<file path="config.mk">
export PLATFORM = sky130hd
export DESIGN_NAME = abist_ctrl
export DESIGN_NICKNAME = d
export VERILOG_FILES = /design/src/rtl/abist_pkg.sv /design/src/rtl/abist_match.sv /design/src/rtl/abist_counters.sv /design/src/rtl/abist_minmax.sv /design/src/rtl/abist_vecgen.sv /design/src/rtl/abist_ctrl.sv
export SDC_FILE = /design/constraint.sdc
export NUM_CORES = 1
export LEC_CHECK = 0
export CAP_MARGIN = 15
export CORE_UTILIZATION = 50
export DETAILED_ROUTE_END_ITERATION = 10
export PLACE_DENSITY = 0.74
export SLEW_MARGIN = 30
export SYNTH_ARGS = -nofsm -noshare
export SYNTH_HDL_FRONTEND = slang
export SYNTH_SLANG_ARGS = --single-unit
export TNS_END_PERCENT = 100
</file>
<file path="constraint.sdc">
create_clock -name clk_i -period 11.85 [get_ports clk_i]
set_input_delay 1.185 -clock clk_i [delete_from_list [all_inputs] [get_ports clk_i]]
set_output_delay 1.185 -clock clk_i [all_outputs]
set_load 0.02 [all_outputs]
</file>
<file path="src/rtl/abist_pkg.sv">
package abist_pkg;

  typedef enum logic [1:0] {
    ST_RUN  = 2'd0,
    ST_TEST = 2'd1,
    ST_HOLD = 2'd2
  } abist_state_e;

  // Odd multiplier keeps every (cluster, index) pair distinct modulo 2^w.
  function automatic int vec_code(input int c, input int j, input int v, input int w);
    return ((c * v + j) * 37 + 11) % (1 << w);
  endfunction

endpackage

</file>
<file path="src/rtl/abist_match.sv">
module abist_match #(
  parameter int DATA_W        = 8,
  parameter int NUM_CLUST     = 4,
  parameter int VEC_PER_CLUST = 4
) (
  input  logic [DATA_W-1:0]    data_i,
  input  logic                 valid_i,
  output logic [NUM_CLUST-1:0] hit_o
);
  import abist_pkg::*;

  for (genvar c = 0; c < NUM_CLUST; c++) begin : g_clust
    logic [VEC_PER_CLUST-1:0] eq;
    for (genvar j = 0; j < VEC_PER_CLUST; j++) begin : g_vec
      localparam logic [DATA_W-1:0] VecVal = DATA_W'(vec_code(c, j, VEC_PER_CLUST, DATA_W));
      assign eq[j] = (data_i == VecVal);
    end
    assign hit_o[c] = valid_i & (|eq);
  end

endmodule

</file>
<file path="src/rtl/abist_counters.sv">
module abist_counters #(
  parameter int NUM_CLUST = 4,
  parameter int CNT_W     = 16,
  parameter int IDX_W     = 2
) (
  input  logic                       clk_i,
  input  logic                       rst_ni,
  input  logic                       inc_en_i,
  input  logic [NUM_CLUST-1:0]       hit_i,
  input  logic                       raise_i,
  input  logic [IDX_W-1:0]           raise_idx_i,
  input  logic [CNT_W-1:0]           raise_val_i,
  output logic [NUM_CLUST*CNT_W-1:0] cnt_o
);
  localparam logic [CNT_W-1:0] Sat = {CNT_W{1'b1}};

  for (genvar c = 0; c < NUM_CLUST; c++) begin : g_cnt
    logic [CNT_W-1:0] cnt_q;
    always_ff @(posedge clk_i or negedge rst_ni) begin
      if (!rst_ni) begin
        cnt_q <= '0;
      end else if (raise_i && (raise_idx_i == IDX_W'(c))) begin
        cnt_q <= raise_val_i;
      end else if (inc_en_i && hit_i[c] && (cnt_q != Sat)) begin
        cnt_q <= cnt_q + 1'b1;
      end
    end
    assign cnt_o[c*CNT_W +: CNT_W] = cnt_q;
  end

endmodule

</file>
<file path="src/rtl/abist_minmax.sv">
module abist_minmax #(
  parameter int NUM_CLUST = 4,
  parameter int CNT_W     = 16,
  parameter int IDX_W     = 2
) (
  input  logic [NUM_CLUST*CNT_W-1:0] cnt_i,
  output logic [IDX_W-1:0]           min_idx_o,
  output logic [CNT_W-1:0]           max_val_o
);
  logic [CNT_W-1:0] min_val;

  always_comb begin
    min_idx_o = '0;
    min_val   = cnt_i[CNT_W-1:0];
    max_val_o = cnt_i[CNT_W-1:0];
    for (int i = 1; i < NUM_CLUST; i++) begin
      // strict compare keeps the lowest index on ties
      if (cnt_i[i*CNT_W +: CNT_W] < min_val) begin
        min_val   = cnt_i[i*CNT_W +: CNT_W];
        min_idx_o = IDX_W'(i);
      end
      if (cnt_i[i*CNT_W +: CNT_W] > max_val_o) begin
        max_val_o = cnt_i[i*CNT_W +: CNT_W];
      end
    end
  end

endmodule

</file>
<file path="src/rtl/abist_vecgen.sv">
module abist_vecgen #(
  parameter int DATA_W        = 8,
  parameter int NUM_CLUST     = 4,
  parameter int VEC_PER_CLUST = 4,
  parameter int IDX_W         = 2
) (
  input  logic              clk_i,
  input  logic              rst_ni,
  input  logic              start_i,
  input  logic              step_i,
  input  logic [IDX_W-1:0]  sel_i,
  output logic [DATA_W-1:0] vec_o,
  output logic              last_o
);
  import abist_pkg::*;

  localparam int ADDR_W = (VEC_PER_CLUST > 1) ? $clog2(VEC_PER_CLUST) : 1;

  logic [ADDR_W-1:0] addr_q;
  logic [DATA_W-1:0] word [NUM_CLUST];

  always_ff @(posedge clk_i or negedge rst_ni) begin
    if (!rst_ni) begin
      addr_q <= '0;
    end else if (start_i) begin
      addr_q <= '0;
    end else if (step_i) begin
      addr_q <= addr_q + 1'b1;
    end
  end

  assign last_o = (addr_q == ADDR_W'(VEC_PER_CLUST - 1));

  // One sequential-access store per cluster, contents computed at elaboration.
  for (genvar c = 0; c < NUM_CLUST; c++) begin : g_store
    always_comb begin
      word[c] = '0;
      for (int j = 0; j < VEC_PER_CLUST; j++) begin
        if (addr_q == ADDR_W'(j)) begin
          word[c] = DATA_W'(vec_code(c, j, VEC_PER_CLUST, DATA_W));
        end
      end
    end
  end

  always_comb begin
    vec_o = word[0];
    for (int c = 1; c < NUM_CLUST; c++) begin
      if (sel_i == IDX_W'(c)) vec_o = word[c];
    end
  end

endmodule

</file>
<file path="src/rtl/abist_ctrl.sv">
module abist_ctrl #(
  parameter int DATA_W        = 8,
  parameter int NUM_CLUST     = 4,
  parameter int VEC_PER_CLUST = 4,
  parameter int CNT_W         = 16
) (
  input  logic              clk_i,
  input  logic              rst_ni,
  input  logic [DATA_W-1:0] data_i,
  input  logic              valid_i,
  input  logic              lp_req_i,
  output logic [DATA_W-1:0] cut_o,
  output logic              test_mode_o,
  output logic              done_o
);
  import abist_pkg::*;

  localparam int IDX_W = (NUM_CLUST > 1) ? $clog2(NUM_CLUST) : 1;
  localparam logic [CNT_W-1:0] Sat = {CNT_W{1'b1}};

  abist_state_e               state_q, state_d;
  logic [IDX_W-1:0]           sel_q;
  logic                       done_q;
  logic [NUM_CLUST-1:0]       hit;
  logic [NUM_CLUST*CNT_W-1:0] cnt;
  logic [IDX_W-1:0]           min_idx;
  logic [CNT_W-1:0]           max_val;
  logic [CNT_W-1:0]           raise_val;
  logic [DATA_W-1:0]          vec;
  logic                       last;
  logic                       in_test, enter, finish;

  assign in_test   = (state_q == ST_TEST);
  assign enter     = (state_q == ST_RUN) && lp_req_i;
  assign finish    = in_test && lp_req_i && last;
  assign raise_val = (max_val == Sat) ? Sat : max_val + 1'b1;

  abist_match #(
    .DATA_W(DATA_W), .NUM_CLUST(NUM_CLUST), .VEC_PER_CLUST(VEC_PER_CLUST)
  ) u_match (
    .data_i (data_i),
    .valid_i(valid_i),
    .hit_o  (hit)
  );

  abist_counters #(
    .NUM_CLUST(NUM_CLUST), .CNT_W(CNT_W), .IDX_W(IDX_W)
  ) u_cnt (
    .clk_i      (clk_i),
    .rst_ni     (rst_ni),
    .inc_en_i   (!in_test),
    .hit_i      (hit),
    .raise_i    (finish),
    .raise_idx_i(sel_q),
    .raise_val_i(raise_val),
    .cnt_o      (cnt)
  );

  abist_minmax #(
    .NUM_CLUST(NUM_CLUST), .CNT_W(CNT_W), .IDX_W(IDX_W)
  ) u_minmax (
    .cnt_i    (cnt),
    .min_idx_o(min_idx),
    .max_val_o(max_val)
  );

  abist_vecgen #(
    .DATA_W(DATA_W), .NUM_CLUST(NUM_CLUST), .VEC_PER_CLUST(VEC_PER_CLUST), .IDX_W(IDX_W)
  ) u_vecgen (
    .clk_i  (clk_i),
    .rst_ni (rst_ni),
    .start_i(enter),
    .step_i (in_test && lp_req_i),
    .sel_i  (sel_q),
    .vec_o  (vec),
    .last_o (last)
  );

  always_comb begin
    state_d = state_q;
    unique case (state_q)
      ST_RUN:  if (lp_req_i) state_d = ST_TEST;
      ST_TEST: begin
        if (!lp_req_i)  state_d = ST_RUN;
        else if (last)  state_d = ST_HOLD;
      end
      ST_HOLD: if (!lp_req_i) state_d = ST_RUN;
      default: state_d = ST_RUN;
    endcase
  end

  always_ff @(posedge clk_i or negedge rst_ni) begin
    if (!rst_ni) begin
      state_q <= ST_RUN;
      sel_q   <= '0;
      done_q  <= 1'b0;
    end else begin
      state_q <= state_d;
      done_q  <= finish;
      if (enter) sel_q <= min_idx;
    end
  end

  assign test_mode_o = in_test;
  assign cut_o       = in_test ? vec : data_i;
  assign done_o      = done_q;

endmodule

</file>
==> results of run 1 <==
## through the flow
stage                     setup WS (ps)  instance area [um^2]
final                              1860                  8470
after global routing               1150                  8470
after CTS                          2050                  8460
after detailed placement           2150                  8160
after global placement             2460                  8150
after floorplan                    3410                  7790
## metal layers
metal  up-vias  track usage, %  routed length [um]
met3        52            3.29                1590
met4         0            16.6                 988
met1      3657            45.2               11100
met5         -               0                   0
met2       330            47.3               10700
li1       3636               -                   -
## flip-flops by register name (all words and copies together), names as in the netlist
name and cells:
done_o 1, sel_q 2, u_vecgen.addr_q 2, state_q 2
u_cnt.g_cnt.cnt_q 64
## layout make-up
cell class / count / area [um^2] / area share [%]
inverters: 56 / 210 / 2.48
multi-input cells: 835 / 5670 / 67.0
repair buffers: 29 / 272 / 3.20
clock buffers: 9 / 225 / 2.66
flip-flops and latches: 71 / 1780 / 21.0
clock inverters: 7 / 80.1 / 0.945
well taps: 188 / 235 / 2.78
## how the worst min path moves through the flow
stage               slack, ps         end  cells after the start  startpoint
floorplan                 500  state_q[0]                      1  state_q[0]
global placement          540  state_q[0]                      1  state_q[0]
detailed placement        550  state_q[0]                      1  state_q[0]
CTS                       560  state_q[0]                      1  state_q[0]
global route              610  state_q[0]                      1  state_q[0]
finish                    550  state_q[0]                      1  state_q[0]
## layout by cell type, fill, tap and decap left out, drive strengths merged, types with 7 or more instances in the layout
master | Yosys | final
nand2 | 135 | 135
ha | 89 | 89
o21ai | 88 | 88
nor2 | 84 | 84
dfrtp | 71 | 71
a21oi | 60 | 60
inv | 56 | 58
mux2i | 49 | 49
xnor2 | 42 | 42
nand4 | 32 | 32
nand3 | 28 | 28
nor3 | 25 | 25
a21o | 24 | 24
clkdlybuf4s50 | 0 | 20
mux2 | 17 | 17
and3 | 13 | 13
xor2 | 12 | 12
nand2b | 11 | 11
nor4 | 9 | 9
clkbuf | 32 | 9
buf | 8 | 9
a211oi | 8 | 8
nor2b | 8 | 8
o31ai | 8 | 8
or2 | 8 | 8
and2 | 7 | 7
## logic make-up (layout without fill, tap and decap cells)
| kind of cell | after synthesis | in the layout | share of synthesized area [%] |
|---|---|---|---|
| compound gates | 251 | 251 | 20.5 |
| xor+xnor | 54 | 54 | 6.07 |
| fa+ha+maj | 89 | 89 | 14.3 |
| buf+inv | 96 | 101 | 4.69 |
| flops | 71 | 71 | 22.8 |
| mux | 67 | 67 | 9.04 |
| simple gates | 374 | 374 | 22.7 |
==> metrics.txt, run 1 <==
outcome=finished clean; total CTS buffers=9; Setup Total Neg Slack=0 ps; setup bufs post-CTS=0; Final Cycle Share=84.3%; Ports=22; area share of the largest cell type after synthesis=22.8%; via count=7,675; largest cells by area after synthesis=dfrtp_1 (23%), ha_1 (14%), nand2_1 (6.5%); most frequent CP cell=mux2_2; top cells by count, synth=nand2_1 (135), ha_1 (89), nor2_1 (84); R2R Path End=u_cnt.g_cnt[2].cnt_q[3]; CTS tree=done; HPWL Detailed=18,400 um; gpl congestion=1.04; Setup crit start kind=flip-flop; Primary FF master, synth=dfrtp_1; hold_ws=555 ps; syn avg cell area=7.78 um^2; worst reg2reg path startpoint=u_cnt.g_cnt[0].cnt_q[12]; crit path buf inv count=4; Register-to-Register Path Depth=32; reg2reg setup slack=1860 ps; Die Ht=127 um; Top delay family on crit path=simple AND/OR/NAND/NOR gates; DRC=0; H-tree depth=3; slowest CP cell=o311ai_2; Post-synth EDFFs=0; vias in the first global route=7,184; worst skew pair latency=360 ps; Final Max Slew Viols=0; cells after synthesis=1,002; drt first pass iters=6; Setup-failing EPs final=0; Detail Route Antenna Nets=0; Worst-Margin Slew=913 ps; Wirelength per Cell=20.4 um; filler cell count=1,413; Synth Cell Area=7790 um^2; Tmin final=9990 ps; critical path required time=12,120 ps; worst setup path end=u_cnt.g_cnt[2].cnt_q[3]; Global Route Usage Sum=31.7%; # hold bufs at CTS=0; CTS root buf=clkbuf_16; initial antenna violation count=0; CTS Sinks=71; Critical Path Fanout Max=21; largest net degree at the start of global routing=72; Vias/cell=6.42; first-pass GRT wire length=39,400 um; cell with the most instances after synthesis=nand2_1; die area=16,100 um^2; Syn Nets=1,103; flip-flop and latch count after synthesis=71; Slew HR=39.0%; register area share after synthesis=22.8%; synth unique cells=71; crit path DAT=10,260 ps; Fmax achieved=0.100 GHz; CP peak stage delay=820 ps; Cell Rows=45; Max clock buf depth=2; GRT Residual Overflow=0; Post-Layout Cell Count=1,195; Worst setup startpoint=u_cnt.g_cnt[0].cnt_q[12]; worst hold path type=reg2reg; Worst-path clk slew=70 ps; type of the worst setup path=reg2reg; Inst Count DP=1,179; PostCTS Resize Cnt=0; setup skew after layout=11.4 ps; Syn. warnings=0; share of cells above drive strength 1=6.16%; Initial Utilization=51.3%; Finished Core Util=55.7%; First DRT Iteration DRCs=1,077; CORE AREA=15,200 um^2; ant diodes=0; Synth async-reset ratio=100%; Nets=1,103; max cap viols=0; RSZ-0062 raised after global routing=no; Levels on crit path=32; die span in x=127 um; I/O Buffers=21; leading area contributor after synthesis=dfrtp_1; final hold violations=0; Routed WL=24,400 um; Area Growth Syn to Fin=8.68%; Setup crit end kind=flip-flop
Power of run 1 is not shown: default switching activity piles up to over one toggle a cycle in this logic, so the estimate is an artifact.
==> inputs of run 2 (changes only) <==
Clock period 11.85 ns to 9.3 ns, I/O delays scaled along.
==> run 2 against run 1 <==
  * Worst setup slack got worse by 1300 ps
  * Utilization increased by 0.90 points
  * Sequential share of layout area decreased by 0.33 points
  * First-iteration DRC count decreased by 32%
  * Wire length decreased by 2.7%
  * Die area unchanged
  * Via count decreased by 0.52%
  * Sequential cell count unchanged
  * Non-clock buffer count increased by 10
  * Maximum frequency increased by 15%
  * Hold slack improved by 2.9 ps
  * Register-to-register slack got worse by 1300 ps
  * Critical path type unchanged
  * Critical endpoint is now u_cnt.g_cnt[3].cnt_q[7]
==> metrics.txt, run 2 (synthesized netlist as in run 1, its figures left out) <==
outcome=finished clean; critical path required time=9510 ps; type of the worst setup path=reg2reg; final hold violations=0; CORE AREA=15,200 um^2; Most flops, register=u_cnt.g_cnt.cnt_q; Post-Layout Cell Count=1,205; drt first pass iters=5; CP peak stage delay=510 ps; crit path DAT=8910 ps; largest net degree at the start of global routing=72; Max clock buf depth=2; most common cell after layout, fill and taps aside=nand2_1; I/O Buffers=21; initial antenna violation count=0; slowest CP cell=nor2_1; GRT Residual Overflow=0; ant diodes=0; via count=7,635; Detail Route Antenna Nets=0; setup skew after layout=7.48 ps; worst skew pair latency=350 ps; Worst-path clk slew=60 ps; Worst-Margin Slew=873 ps; Finished Core Util=56.6%; H-tree depth=3; CTS tree=done; Setup-failing EPs final=0; CTS root buf=clkbuf_16; die area=16,100 um^2; Critical Path Fanout Max=20; crit path buf inv count=6; Tmin final=8700 ps; commonest non-fill, non-tap cells in the layout=nand2_1 (134), ha_1 (89), nor2_1 (83); Final Cycle Share=93.5%; Top delay family on crit path=simple AND/OR/NAND/NOR gates; Fmax achieved=0.115 GHz; post-place setup slack=145 ps; Slew HR=41.3%; Inst Count DP=1,184; HPWL Detailed=18,100 um; Routed WL=23,700 um; Wirelength per Cell=19.7 um; Cell Rows=45; max cap viols=0; vias in the first global route=7,019; First DRT Iteration DRCs=731; # hold bufs at CTS=0; share of cells above drive strength 1=7.37%; CTS Sinks=71; DRC=0; Global Route Usage Sum=30.8%; Setup crit start kind=flip-flop; worst hold path type=reg2reg; first-pass GRT wire length=38,200 um; Nets=1,113; hold_ws=557 ps; Initial Utilization=51.3%; Area Growth Syn to Fin=10.4%; Ports=22; Final Max Slew Viols=0; total CTS buffers=9; gpl congestion=1.03; Die Ht=127 um; Setup crit end kind=flip-flop; Vias/cell=6.34; die span in x=127 um; max reg flops=64; final worst slack=602 ps
[run 2: routing by layer]
layer / global-route usage [%] / vias up / share of wire [%] / wire length [um]
li1: - / 3651 / - / -
met1: 43.2 / 3611 / 46 / 10800
met3: 4.34 / 67 / 6.6 / 1560
met4: 15.8 / 0 / 4.6 / 1100
met5: 0 / - / 0 / 0
met2: 46.0 / 306 / 43 / 10200
[run 2: final timing paths]
path	startpoint	end	slack (ps)	cells after the start
max in group asynchronous	rst_ni	u_cnt.g_cnt[0].cnt_q[3]	8210	1
worst max register to register	u_cnt.g_cnt[0].cnt_q[13]	u_cnt.g_cnt[3].cnt_q[7]	600	34
worst max-delay path	u_cnt.g_cnt[0].cnt_q[13]	u_cnt.g_cnt[3].cnt_q[7]	600	34
min in group asynchronous	rst_ni	u_cnt.g_cnt[3].cnt_q[10]	580	1
worst min register to register	state_q[0]	state_q[0]	560	1
worst min-delay path	state_q[0]	state_q[0]	560	1
[run 2: per-stage QoR]
stage	instance area, um^2	TNS [ps]
after floorplan	7790	0
after global placement	8190	0
after detailed placement	8190	0
after CTS	8510	0
after global routing	8610	-151
final	8610	0
[run 2: area by class of cell]
| cell class | instances | area, um^2 |
|---|---|---|
| inverters | 56 | 210 |
| fillers | 1406 | 6590 |
| clock buffers | 9 | 225 |
| flip-flops and latches | 71 | 1780 |
| repair buffers | 39 | 359 |
| well taps | 188 | 235 |
| multi-input cells | 835 | 5710 |
| clock inverters | 7 | 96.3 |
[run 2: timing repair]
action	CTS	global route
gates resized for setup	0	7
setup endpoints to repair	0	64
setup buffers	0	5
Power of run 2 is left out for the same reason.
